## config.mk

```make
export PLATFORM = sky130hd
export DESIGN_NAME = flash_status_gen
export DESIGN_NICKNAME = d
export VERILOG_FILES = /design/src/rtl/flash_status_gen.sv
export SDC_FILE = /design/constraint.sdc
export NUM_CORES = 1
export LEC_CHECK = 0
export ABC_AREA = 1
export BUFFER_PORTS_ARGS = -buffer_cell sky130_fd_sc_hd__buf_4
export CELL_PAD_IN_SITES_DETAIL_PLACEMENT = 0
export CELL_PAD_IN_SITES_GLOBAL_PLACEMENT = 1
export CORE_MARGIN = 5
export CORE_UTILIZATION = 23
export CTS_BUF_LIST = sky130_fd_sc_hd__clkbuf_16
export DETAILED_ROUTE_END_ITERATION = 8
export GPL_ROUTABILITY_DRIVEN = 0
export PLACE_DENSITY = 0.94
export SYNTH_ARGS = -nofsm -noshare
export SYNTH_HDL_FRONTEND = slang
export SYNTH_SLANG_ARGS = --single-unit
```

## constraint.sdc

```tcl
create_clock -name clk -period 2.2 [get_ports clk]
set_clock_uncertainty 0.2 [all_clocks]
set_input_delay 0.22 -clock clk [delete_from_list [all_inputs] [get_ports clk]]
set_output_delay 0.22 -clock clk [all_outputs]
set_load 0.02 [all_outputs]
```

## src/rtl/flash_status_gen.sv

```systemverilog
module flash_status_gen #(
  parameter int NUM_BLOCKS = 35,
  parameter int BLK_W = $clog2(NUM_BLOCKS)
) (
  input  logic                  clk,
  input  logic                  rst_n,
  input  logic                  op_start,
  input  logic                  op_active,
  input  logic [1:0]            op_kind,
  input  logic                  prog_bit7,
  input  logic                  erase_started,
  input  logic                  suspended,
  input  logic                  fail_pulse,
  input  logic                  clear_cmd,
  input  logic                  rd_stb,
  input  logic [BLK_W-1:0]      rd_blk,
  input  logic [NUM_BLOCKS-1:0] erase_map,
  input  logic [NUM_BLOCKS-1:0] fault_map,
  output logic [7:0]            status,
  output logic                  status_sel
);
  localparam int SPAN = 1 << BLK_W;
  localparam logic [1:0] K_PROG = 2'd1, K_CHIP = 2'd2, K_BLK = 2'd3;

  logic [SPAN-1:0] erase_ext, fault_ext;
  logic tog_all, tog_blk, err_q;
  logic is_prog, is_erase, hit_erase, hit_fault, blk_sel;

  assign erase_ext = SPAN'(erase_map);
  assign fault_ext = SPAN'(fault_map);
  assign hit_erase = erase_ext[rd_blk];
  assign hit_fault = fault_ext[rd_blk];
  assign is_prog   = op_kind == K_PROG;
  assign is_erase  = op_kind == K_CHIP || op_kind == K_BLK;
  assign blk_sel   = is_erase && (err_q ? hit_fault : hit_erase);

  assign status_sel = op_active && (!suspended || hit_erase);

  always_ff @(posedge clk) begin
    if (!rst_n) begin
      tog_all <= 1'b0;
      tog_blk <= 1'b0;
    end else if (op_start) begin
      tog_all <= 1'b0;
      tog_blk <= 1'b0;
    end else if (rd_stb && status_sel) begin
      if (!suspended) tog_all <= ~tog_all;
      if (blk_sel)    tog_blk <= ~tog_blk;
    end
  end

  always_ff @(posedge clk) begin
    if (!rst_n)          err_q <= 1'b0;
    else if (clear_cmd)  err_q <= 1'b0;
    else if (fail_pulse) err_q <= 1'b1;
  end

  always_comb begin
    status    = 8'h00;
    status[7] = suspended ? 1'b1 : (is_prog ? ~prog_bit7 : 1'b0);
    status[6] = tog_all;
    status[5] = err_q;
    status[3] = (op_kind == K_CHIP) || (op_kind == K_BLK && erase_started);
    status[2] = tog_blk;
  end
endmodule

```

==> flow_summary.ini <==
[status]
run_status = completed

[drt]
dr.pass1.iters = 4
drt.antenna.violating_nets = 0
drc = 0
post_drt_wl_per_cell_um = 11.4
viasPerCell = 4.37
vias = 1618
drt_iter0_drc = 73
wl_mm = 4.21

[critical_path]
worst-r2r-cell-count = 6
worstReg2RegStart = err_q
timing.rr.end = tog_blk
required_ns = 1.78
crit_start = rd_blk[0]
start_kind = primary input
crit_type = primary input to primary output
ff2ff_setup_slack_ns = 0.94
cp.arrival_ns = 1.53
crit_fanout = 22
endpoint = status_sel
endpoint_kind = primary output

[cells_and_area]
layout-drive-gt1-share_pct = 33.5
diodes = 0
regArea_um2 = 60.1
fin_util_pct = 39.3
fin_cells = 370
fin_nets = 405
num-fill-cells = 543
multiInputGateArea_um2 = 773
syn_to_final_growth_pct = 68.3

[synthesis]
ys_ff_latch = 3
syn-instance-count = 231
synth_top_cell_by_area = nand2_1
syn_area_per_cell_um2 = 4.71
synthTopCellsByCount = nand2_1, nor2_1, inv_1
synthArstFlopShare_pct = 0
synth-seq-area-share_pct = 5.52
synth_top_area_share_pct = 26.6
synth.distinct_cells = 21
yosysWarnings = 0
synth-edff-count = 0
synth_area_leaders = nand2_1, nand3_1, nor2_1, inv_1, o21ai_0
synth-main-ff-cell = dfxtp_1
synth_area_um2 = 1090
yosysMostFrequentCell = nand2_1

[clock_tree]
cts_sinks = 3
insertion_delay_ns = 0.22
cts_tree = done
htreeDepth = 1
post_cts_buffers = 0
cts_inserted_buffers = 3
clock-root-buffer = clkbuf_16
cts.clk_slew.worst_paths_ns = 0.03
clockBufferDepth = 2

[floorplanning]
start_util_pct = 23.4
die_h_um = 78.8
die-width_um = 78.8
dieArea_um2 = 6210
core_area_um2 = 4660
rows = 25
boundaryPins = 97

[global_route]
grt_pass1_vias = 1600
grt_start_max_net_pins = 36
gr-usage-all-layers_pct = 13.4
grt_overflow = 0
grt_first_pass_wirelength_mm = 6.86
antenna_found_initial = 0

[timing]
post-route-min-period_ns = 1.95
setup_tns_ns = 0
slew_violations = 0
finalSetupViolCount = 0
hold_viol = 0
rsz0062_at_grt = no
max_freq_mhz = 514
period_share_pct = 88.5

[placed_design]
io_buffers = 93
dpl.hpwl_mm = 3.44
dp.cells = 365

[power]
vdd_drop_max_v = 0.000214
power_density_nw_per_um2 = 350
p_leak_nw = 1.09

[hold_path]
hold_class = primary input to register

[run]
drv_cap = 0
-- sequential cells by signal, summed over array words and instances (netlist names) --
signal,count
err_q,1
tog_blk,1
tog_all,1
-- where the power goes --
group / switching [mW] / internal [mW]
logic: 0.135 / 0.158
clock network: 0.0557 / 0.235
registers: 0.00151 / 0.0563
total: 0.192 / 0.449
-- how the worst min path moves through the flow --
stage	startpoint	endpoint	depth (start not counted)
global route	fail_pulse	err_q	3
CTS	op_start	tog_blk	4
floorplan	clear_cmd	err_q	1
finish	fail_pulse	err_q	3
detailed placement	clear_cmd	err_q	2
global placement	clear_cmd	err_q	2
-- kinds of logic (layout without fill, tap and decap cells) --
group | after synthesis | in the layout | synth area share (%)
other | 1 | 3 | 0.344
DFF | 3 | 3 | 5.52
AOI/OAI and AO/OA | 26 | 26 | 12.2
and+or+nand+nor | 150 | 150 | 57.8
buffers and inverters | 51 | 134 | 24.1
-- per-stage QoR --
step | power [mW] | worst slack (ns) | hold WS [ns] | instance area [um^2]
after floorplan | 0.213 | 0.559 | 0.0968 | 1100
after global placement | 0.351 | 0.197 | 0.183 | 1740
after detailed placement | 0.351 | 0.190 | 0.187 | 1740
after CTS | 0.648 | 0.183 | 0.0509 | 1830
after global routing | 0.689 | 0.0534 | 0.0732 | 1830
final | 0.641 | 0.254 | 0.0510 | 1830
-- worst max-delay path, cell delays in order --
cell and delay, ns:
buf_4 0.23, buf_4 0.24, nor2_1 0.06, nor2_1 0.07, o21ai_1 0.07, nand3_1 0.08, nand3_1 0.07, nand2_1 0.08
nand3_2 0.09, nand3_2 0.07, nand2_2 0.05, inv_1 0.05, buf_4 0.13
-- final cells by class --
class                   count  share of cell area [%]
flip-flops and latches      3                    3.28
well taps                  54                    3.69
inverters                  35                    7.45
clock buffers               3                    4.10
multi-input cells         179                    42.2
clock inverters             1                   0.205
repair buffers             95                    39.1
-- layout by cell type (no fill, tap or decap), types with 2 or more instances in the layout --
cell type	n
a21oi_1	7
buf_4	94
clkbuf_16	3
conb_1	3
dfxtp_1	3
inv_1	34
nand2_1	77
nand3_1	29
nand3_2	2
nor2_1	34
nor2_2	3
nor3_1	2
o21ai_0	16
o21ai_1	2
-- timing repair --
item / 4_1_cts / 5_1_grt
hold buffers: 1 / 0
setup endpoints to repair: 0 / 1
endpoints found under the hold margin: 1 / 0
gates resized for setup: 0 / 1
-- routing by layer --
layer | global-route usage, % | routed length (um) | vias up
met5 | 0 | 0 | -
met4 | 4.55 | 106 | 0
met3 | 2.15 | 243 | 10
met2 | 25.5 | 2320 | 51
met1 | 14.9 | 1540 | 689
li1 | - | - | 868
No activity file was read; power rests on OpenSTA's default activity.
